===== src/rtl/minifloat_pkg.sv =====
package minifloat_pkg;

    // Controller phases of the normalizer.
    typedef enum logic {
        ST_IDLE = 1'b0,
        ST_NORM = 1'b1
    } norm_state_e;

endpackage


===== src/rtl/mf_range_chk.sv =====
// Compares the running exponent with the limits of the exponent field.
module mf_range_chk #(
    parameter int CNT_W = 7,
    parameter int EXP_W = 6
) (
    input  logic signed [CNT_W-1:0] ex_i,
    output logic                    too_big_o,
    output logic                    too_small_o
);

    localparam logic signed [CNT_W-1:0] EMAX = CNT_W'((2 ** (EXP_W - 1)) - 1);
    localparam logic signed [CNT_W-1:0] EMIN = CNT_W'(-(2 ** (EXP_W - 1)));

    always_comb begin
        too_big_o   = (ex_i > EMAX);
        too_small_o = (ex_i < EMIN);
    end

endmodule


===== src/rtl/mf_word_pack.sv =====
// Puts the mantissa and exponent fields into one word, applying saturation.
module mf_word_pack #(
    parameter int MANT_W = 10,
    parameter int EXP_W  = 6
) (
    input  logic [MANT_W-1:0]       mant_i,
    input  logic [EXP_W-1:0]        exp_i,
    input  logic                    too_big_i,
    input  logic                    too_small_i,
    output logic [MANT_W+EXP_W-1:0] word_o
);

    localparam int WORD_W = MANT_W + EXP_W;
    localparam logic [WORD_W-1:0] SAT_HI = {{MANT_W{1'b1}}, 1'b0, {(EXP_W-1){1'b1}}};

    always_comb begin
        if (too_big_i) begin
            word_o = SAT_HI;
        end else if (too_small_i) begin
            word_o = '0;
        end else begin
            word_o = {mant_i, exp_i};
        end
    end

endmodule


===== src/rtl/minifloat_normalizer.sv =====
module minifloat_normalizer
    import minifloat_pkg::*;
#(
    parameter int IN_W   = 16,
    parameter int FRAC_W = 8,
    parameter int MANT_W = 10,
    parameter int EXP_W  = 6
) (
    input  logic                    clk_i,
    input  logic                    rst_ni,
    input  logic                    start_i,
    input  logic [IN_W-1:0]         data_i,
    output logic [MANT_W+EXP_W-1:0] word_o,
    output logic                    done_o,
    output logic                    ovf_o
);

    localparam int WORD_W   = MANT_W + EXP_W;
    localparam int CNT_BASE = $clog2(IN_W + 1) + 2;
    localparam int CNT_W    = (CNT_BASE > EXP_W + 1) ? CNT_BASE : EXP_W + 1;
    localparam logic [CNT_W-1:0] EXP_INIT = CNT_W'(IN_W - FRAC_W);
    localparam logic [CNT_W-1:0] EXP_STEP = CNT_W'(1);

    typedef struct packed {
        norm_state_e       st;
        logic [IN_W-1:0]   sh;
        logic [CNT_W-1:0]  ex;
        logic [WORD_W-1:0] word;
        logic              done;
        logic              ovf;
    } norm_regs_t;

    norm_regs_t reg_d, reg_q;

    logic [MANT_W-1:0] mant_w;
    logic [WORD_W-1:0] packed_w;
    logic              too_big_w;
    logic              too_small_w;

    // Mantissa slice: truncate when the shifter is wider, pad when narrower.
    if (IN_W >= MANT_W) begin : g_trunc
        assign mant_w = reg_q.sh[IN_W-1 -: MANT_W];
    end else begin : g_pad
        assign mant_w = {reg_q.sh, {(MANT_W-IN_W){1'b0}}};
    end

    mf_range_chk #(
        .CNT_W (CNT_W),
        .EXP_W (EXP_W)
    ) range_i (
        .ex_i        ($signed(reg_q.ex)),
        .too_big_o   (too_big_w),
        .too_small_o (too_small_w)
    );

    mf_word_pack #(
        .MANT_W (MANT_W),
        .EXP_W  (EXP_W)
    ) pack_i (
        .mant_i      (mant_w),
        .exp_i       (reg_q.ex[EXP_W-1:0]),
        .too_big_i   (too_big_w),
        .too_small_i (too_small_w),
        .word_o      (packed_w)
    );

    always_comb begin
        reg_d      = reg_q;
        reg_d.done = 1'b0;
        case (reg_q.st)
            ST_IDLE: begin
                if (start_i) begin
                    if (data_i == '0) begin
                        reg_d.word = '0;
                        reg_d.ovf  = 1'b0;
                        reg_d.done = 1'b1;
                    end else begin
                        reg_d.sh = data_i;
                        reg_d.ex = EXP_INIT;
                        reg_d.st = ST_NORM;
                    end
                end
            end
            ST_NORM: begin
                if (reg_q.sh[IN_W-1]) begin
                    reg_d.word = packed_w;
                    reg_d.ovf  = too_big_w | too_small_w;
                    reg_d.done = 1'b1;
                    reg_d.st   = ST_IDLE;
                end else begin
                    reg_d.sh = reg_q.sh << 1;
                    reg_d.ex = reg_q.ex - EXP_STEP;
                end
            end
            default: reg_d.st = ST_IDLE;
        endcase
    end

    always_ff @(posedge clk_i) begin
        if (!rst_ni) begin
            reg_q    <= '0;
            reg_q.st <= ST_IDLE;
        end else begin
            reg_q <= reg_d;
        end
    end

    assign word_o = reg_q.word;
    assign done_o = reg_q.done;
    assign ovf_o  = reg_q.ovf;

endmodule


===== config.mk =====
export PLATFORM = sky130hd
export DESIGN_NAME = minifloat_normalizer
export DESIGN_NICKNAME = d
export VERILOG_FILES = /design/src/rtl/minifloat_pkg.sv /design/src/rtl/mf_range_chk.sv /design/src/rtl/mf_word_pack.sv /design/src/rtl/minifloat_normalizer.sv
export SDC_FILE = /design/constraint.sdc
export NUM_CORES = 1
export LEC_CHECK = 0
export BUFFER_PORTS_ARGS = -buffer_cell sky130_fd_sc_hd__clkbuf_2
export CORE_ASPECT_RATIO = 0.7
export CORE_UTILIZATION = 54
export DETAILED_ROUTE_END_ITERATION = 12
export PLACE_DENSITY = 0.78
export SYNTH_ARGS = -nofsm -noshare
export SYNTH_HDL_FRONTEND = slang
export SYNTH_SLANG_ARGS = --single-unit

===== constraint.sdc =====
create_clock -name clk_i -period 1.9 [get_ports clk_i]
set_input_delay 0.38 -clock clk_i [delete_from_list [all_inputs] [get_ports clk_i]]
set_output_delay 0.38 -clock clk_i [all_outputs]
set_load 0.01 [all_outputs]

==> run metrics, run 1 <==
status=completed; Non-Filler Instances=261; hold depth=3; Rel. slew slack=0.407; Pre-antenna DRT Iters=4; TNS Setup=0 ns; most common cell in the synthesized netlist=dfxtp_1; maxcap violations=0; dpl cells=253; CTS Buf Count=5; Post-DRT Antenna Nets=0; first-pass GRT wire length=6.96 mm; WHS=0.367 ns; Synth Instances=184; Initial Util=0.583; # port buffers=36; FF+latch count, synth=42; Layout Nets=234; pre-CTS setup slack=-0.0252 ns; Pwr Total=1.82 mW; Worst-path clk slew=0.08 ns; initial antenna violation count=0; drt drc=0; Root Driver=clkbuf_8; largest net degree at the start of global routing=22; First DRT Iteration DRCs=105; Final Hold Fails=0; vias in the first global route=1427; RePlAce Congestion=0.856; Final setup viols=0; Synth area leaders=dfxtp_1 (44%), o2bb2ai_1 (7.8%), buf_4 (6.3%), a221o_1 (5.8%), a22oi_1 (5.5%); Max Slew Vio Count=0; TritonCTS clock tree=done; Yosys top cell by area=dfxtp_1; Clock Latency Late Sink=0.30 ns; Via density=5.84; Die Width=72.8 um; Post-Syn Area per Cell=10.3 sq um; crit path launch type=flip-flop; area share of the leading cell type in the synthesized netlist=0.443; Site Rows=17; CTS H-tree depth=2; post-DP HPWL=2.96 mm; io pins=37; leakage=0.865 nW; Cell Area, Synth=1900 sq um; ys flop type=dfxtp_1; Crit Reg-Reg Endpoint=word_o[13]$_SDFFE_PN0P_; Congestion Overflow GR=0; CP arrival=1.90 ns; fraction of registers with async set/reset=0; Crit. End Element=flip-flop; Clock Sink Count=42; Final min period=1.66 ns; Die Y=51.6 um; PwrDens=844 nW/um^2; Cell variety after synth=39; GRT Total Usage=0.249; WL/cell=15.7 um; hold_sp=data_i[0]; crit path max fanout=11; Final WS setup=0.245 ns; cts hold-fix bufs=0; final period utilization=0.871; CP Data Required Time=2.15 ns; layout overhead on the synthesized area=13.7%; Core Region=3250 sq um; share of cells above drive strength 1=0.304; Worst Hold Class=input port to flip-flop; sequential share of the synthesized area=0.443; synth warn=0; Total Wirelength=4.09 mm; worst vdd ir=674 uV; Post-CTS Setup Bufs=0; clk_skew=0.0102 ns; RSZ-0062 raised after global routing=no; R2R setup slack=0.24 ns; number of synthesized flops with an enable pin=0; syn nets=205; Die ar.=3760 sq um; Setup CP Type=flip-flop to flip-flop; fmax=0.604 GHz; PostCTS Resize Cnt=1; worst r2r path cells=5; Worst-Margin Slew=0.888 ns; Diodes inserted=0; r2r startpoint=reg_q[18]$_SDFFE_PN0P_; Max clock buf depth=2; hold path endpoint=reg_q[25]$_SDFFE_PN0P_; Commonest cells post-synth=dfxtp_1 (42), o2bb2ai_1 (17), buf_4 (16), a22oi_1 (14), nor2_1 (12); via count=1523
==> registers in the layout, summed over array words and instances, names as in the netlist <==
register,count
word_o,16
reg_q,14
mant_w,10
done_o,1
ovf_o,1
==> metrics by stage <==
step	area (sq um)	util
floorplan	1900	-
global placement	2060	0.633
detailed placement	2060	0.633
CTS	2160	0.662
global route	2160	0.662
finish	2160	0.662
==> worst max-delay path, cell delays in order, from the launching register on <==
cell,delay [ns]
dfxtp_1,0.32
ha_1,0.19
and4b_1,0.25
a31oi_1,0.13
nor3_2,0.53
a221o_1,0.20
==> metal layers <==
layer / GRT usage / wire length [um] / vias to the layer above
met1: 0.332 / 2020 / 720
met4: 0.131 / 78 / 0
met3: 0.0543 / 200 / 7
met2: 0.379 / 1790 / 44
li1: - / - / 752
met5: 0 / 0 / -
==> worst max-delay path by stage <==
stage	start	end	slack, ns	depth (start not counted)
after floorplan	data_i[11]	word_o[6]$_SDFFE_PN0P_	0.23	5
after global placement	reg_q[18]$_SDFFE_PN0P_	word_o[1]$_SDFFE_PN0P_	0.08	5
after detailed placement	reg_q[18]$_SDFFE_PN0P_	word_o[13]$_SDFFE_PN0P_	-0.03	5
after CTS	reg_q[19]$_SDFFE_PN0P_	word_o[13]$_SDFFE_PN0P_	0.24	5
after global routing	reg_q[41]$_SDFF_PN0_	mant_w[7]$_SDFFE_PN0P_	0.10	4
final	reg_q[18]$_SDFFE_PN0P_	word_o[13]$_SDFFE_PN0P_	0.24	5
==> cell type report <==
class                   instances  area, sq um
inverters                       5         18.8
repair buffers                 49          278
fillers                       261         1100
clock inverters                 3         21.3
flip-flops and latches         42          841
clock buffers                   5         68.8
multi-input cells             110          870
well taps                      47         58.8
==> power breakdown <==
part / switching (mW) / internal (mW)
clock network: 0.325 / 0.258
registers: 0.0398 / 0.928
logic: 0.152 / 0.115
==> cell families (layout without fill, tap and decap cells) <==
| family | Yosys count | after routing | synth area share |
|---|---|---|---|
| AO/OA/AOI/OAI | 62 | 62 | 0.271 |
| AND/OR/NAND/NOR | 43 | 43 | 0.158 |
| flip-flops | 42 | 42 | 0.443 |
| buffers and inverters | 32 | 62 | 0.101 |
| XOR/XNOR | 3 | 3 | 0.0139 |
| adder cells (fa/ha/maj) | 2 | 2 | 0.0132 |
==> cells in the final DEF, fill, tap and decap left out, types with 4 or more instances in the layout <==
master     instances
dfxtp_1           42
clkbuf_2          36
o2bb2ai_1         17
a22oi_1           14
buf_4             13
nor2_1            12
a221o_1           11
nand2_1            6
inv_1              5
a21oi_1            5
clkbuf_8           5
nor4_4             4
nand3_1            4
Note: power is estimated with default switching activity, not from simulation.
==> inputs of run 2 (changes only) <==
==> constraint.sdc (replaced) <==
create_clock -name clk_i -period 1.9 [get_ports clk_i]
set_input_delay 0 -clock clk_i [delete_from_list [all_inputs] [get_ports clk_i]]
set_output_delay 0 -clock clk_i [all_outputs]
set_load 0.01 [all_outputs]
==> run 2 against run 1 <==
Net effect:
- global-route usage shrank 0.77 points
- critical path depth shrank 1
- first-iteration DRC count shrank 7.6%
- sequential share of layout area shrank 0.27 points
- count of clock-buffer cells in the layout grew 1
- worst setup slack lost 0.13 ns
- clock skew shrank 0.0034 ns
- non-clock buffer count shrank 1
- critical path type unchanged
- critical endpoint is now mant_w[1]$_SDFFE_PN0P_
- largest cell class unchanged
==> run metrics, run 2 (synthesized netlist as in run 1, its figures left out) <==
status=completed; Final Hold Fails=0 (unchanged); layout overhead on the synthesized area=14.4%; Die Y=51.6 um (unchanged); Root Driver=clkbuf_8; placed cell areas=2050 sq um (-0.73%); RSZ-0062 raised after global routing=no; First DRT Iteration DRCs=97 (-7.6%); fill count=267 (+2.3%); io pins=37 (unchanged); Setup CP Type=flip-flop to flip-flop; Largest register FFs=16 (unchanged); most common cell after layout, fill and taps aside=dfxtp_1; Final min period=1.79 ns (+0.131 ns); Worst Hold Class=input port to flip-flop; CP Data Required Time=2.11 ns (-0.04 ns); vias in the first global route=1503 (+5.3%); GRT Total Usage=0.241 (-0.00767); Layout Nets=233 (-0.43%); worst vdd ir=546 uV (-19%); Final Util=0.667 (+0.00461); Congestion Overflow GR=0 (unchanged); Post-CTS Setup Bufs=0 (unchanged); largest net degree at the start of global routing=22 (unchanged); CP arrival=2.00 ns (+0.10 ns); RePlAce Congestion=0.880 (+2.8%); WL/cell=15.8 um (+0.97%); Via density=6.07 (+4.1%); commonest non-fill, non-tap cells in the layout=dfxtp_1 (42), clkbuf_2 (36), o2bb2ai_1 (17); Final WS setup=0.113 ns (-0.131 ns); crit path max fanout=14 (+3); Clock Sink Count=42 (unchanged); Diodes inserted=0 (unchanged); Total Wirelength=4.11 mm (+0.59%); TritonCTS clock tree=done; maxcap violations=0 (unchanged); initial antenna violation count=0 (unchanged); drt drc=0 (unchanged); Worst path slowest cell=nor2b_1; crit path launch type=flip-flop; CTS H-tree depth=2 (unchanged); # port buffers=36 (unchanged); Worst-path clk slew=0.08 ns (about the same); PwrDens=894 nW/um^2 (+5.9%); Die Width=72.8 um (unchanged); post-DP HPWL=2.89 mm (-2.5%); Crit. End Element=flip-flop; via count=1579 (+3.7%); Max clock buf depth=2 (unchanged); Initial Util=0.583 (unchanged); pre-CTS setup slack=-0.0602 ns (-0.0350 ns); Worst-Margin Slew=0.968 ns (+0.0802 ns); Rel. slew slack=0.353 (-0.0536); Clock Latency Late Sink=0.29 ns (about the same); share of cells above drive strength 1=0.291 (-0.0127); Core Region=3250 sq um (unchanged); crit path cell chain=buf_4, nor2b_1, a22oi_1, o2bb2ai_1; Final setup viols=0 (unchanged); fmax=0.560 GHz (-7.3%); final period utilization=0.940 (+0.0691); Post-DRT Antenna Nets=0 (unchanged); Pre-antenna DRT Iters=4 (unchanged); CTS Buf Count=5 (unchanged); Site Rows=17 (unchanged); Max Slew Vio Count=0 (unchanged); max incr delay on CP=0.74 ns (+0.21 ns); Die ar.=3760 sq um (unchanged); Pwr Total=1.94 mW (+6.7%); clk_skew=0.00683 ns (-0.00338 ns); Final Cell Area=2170 sq um (+0.70%); first-pass GRT wire length=6.82 mm (-1.9%); leakage=0.868 nW (+0.42%)
run 2: path summary, 6_finish.rpt:
path,start,to,slack [ns],cells past startpoint
max reg2reg,reg_q[41]$_SDFF_PN0_,mant_w[1]$_SDFFE_PN0P_,0.11,4
min,data_i[15],mant_w[9]$_SDFFE_PN0P_,0.04,3
min reg2reg,word_o[15]$_SDFFE_PN0P_,word_o[15]$_SDFFE_PN0P_,0.46,1
max,reg_q[41]$_SDFF_PN0_,mant_w[1]$_SDFFE_PN0P_,0.11,4
run 2: final cells by class:
| class | count | area [sq um] | area share |
|---|---|---|---|
| repair buffers | 48 | 273 | 0.126 |
| multi-input cells | 110 | 870 | 0.401 |
| well taps | 47 | 58.8 | 0.0271 |
| clock buffers | 6 | 72.6 | 0.0334 |
| flip-flops and latches | 42 | 841 | 0.387 |
| clock inverters | 2 | 37.5 | 0.0173 |
| inverters | 5 | 18.8 | 0.00865 |
run 2: worst max-delay path: cells and delay by family, from the launching register on:
kind | cells | cell delay [ns]
AND/OR/NAND/NOR | 1 | 0.74
AO/OA/AOI/OAI | 2 | 0.48
flip-flops | 1 | 0.32
buffers and inverters | 1 | 0.15
run 2: per-layer routing:
| layer | vias up | routed length, um | GRT usage |
|---|---|---|---|
| met2 | 63 | 1870 | 0.360 |
| met5 | - | 0 | 0 |
| li1 | 743 | - | - |
| met4 | 0 | 65 | 0.101 |
| met3 | 9 | 231 | 0.0523 |
| met1 | 764 | 1940 | 0.337 |
run 2: power breakdown:
part	switching, mW	internal [mW]	total (mW)	leakage [nW]
sequential	0.0389	0.928	0.967	0.342
combinational	0.157	0.116	0.273	0.475
clock	0.308	0.392	0.700	0.0514
run 2: through the flow:
stage / instances / TNS [ns] / hold slack, ns
2_1_floorplan: 184 / 0 / 0.140
3_3_place_gp: 251 / 0 / 0.294
3_5_place_dp: 251 / -0.512 / 0.301
4_1_cts: 260 / 0 / 0.0396
5_1_grt: 260 / 0 / 0.0582
6_report: 260 / 0 / 0.0391
run 2: timing repair:
action	in CTS	in global routing
gates resized for setup	1	0
endpoints found under the hold margin	1	0
hold buffers	1	0
endpoints found under the setup margin	11	0
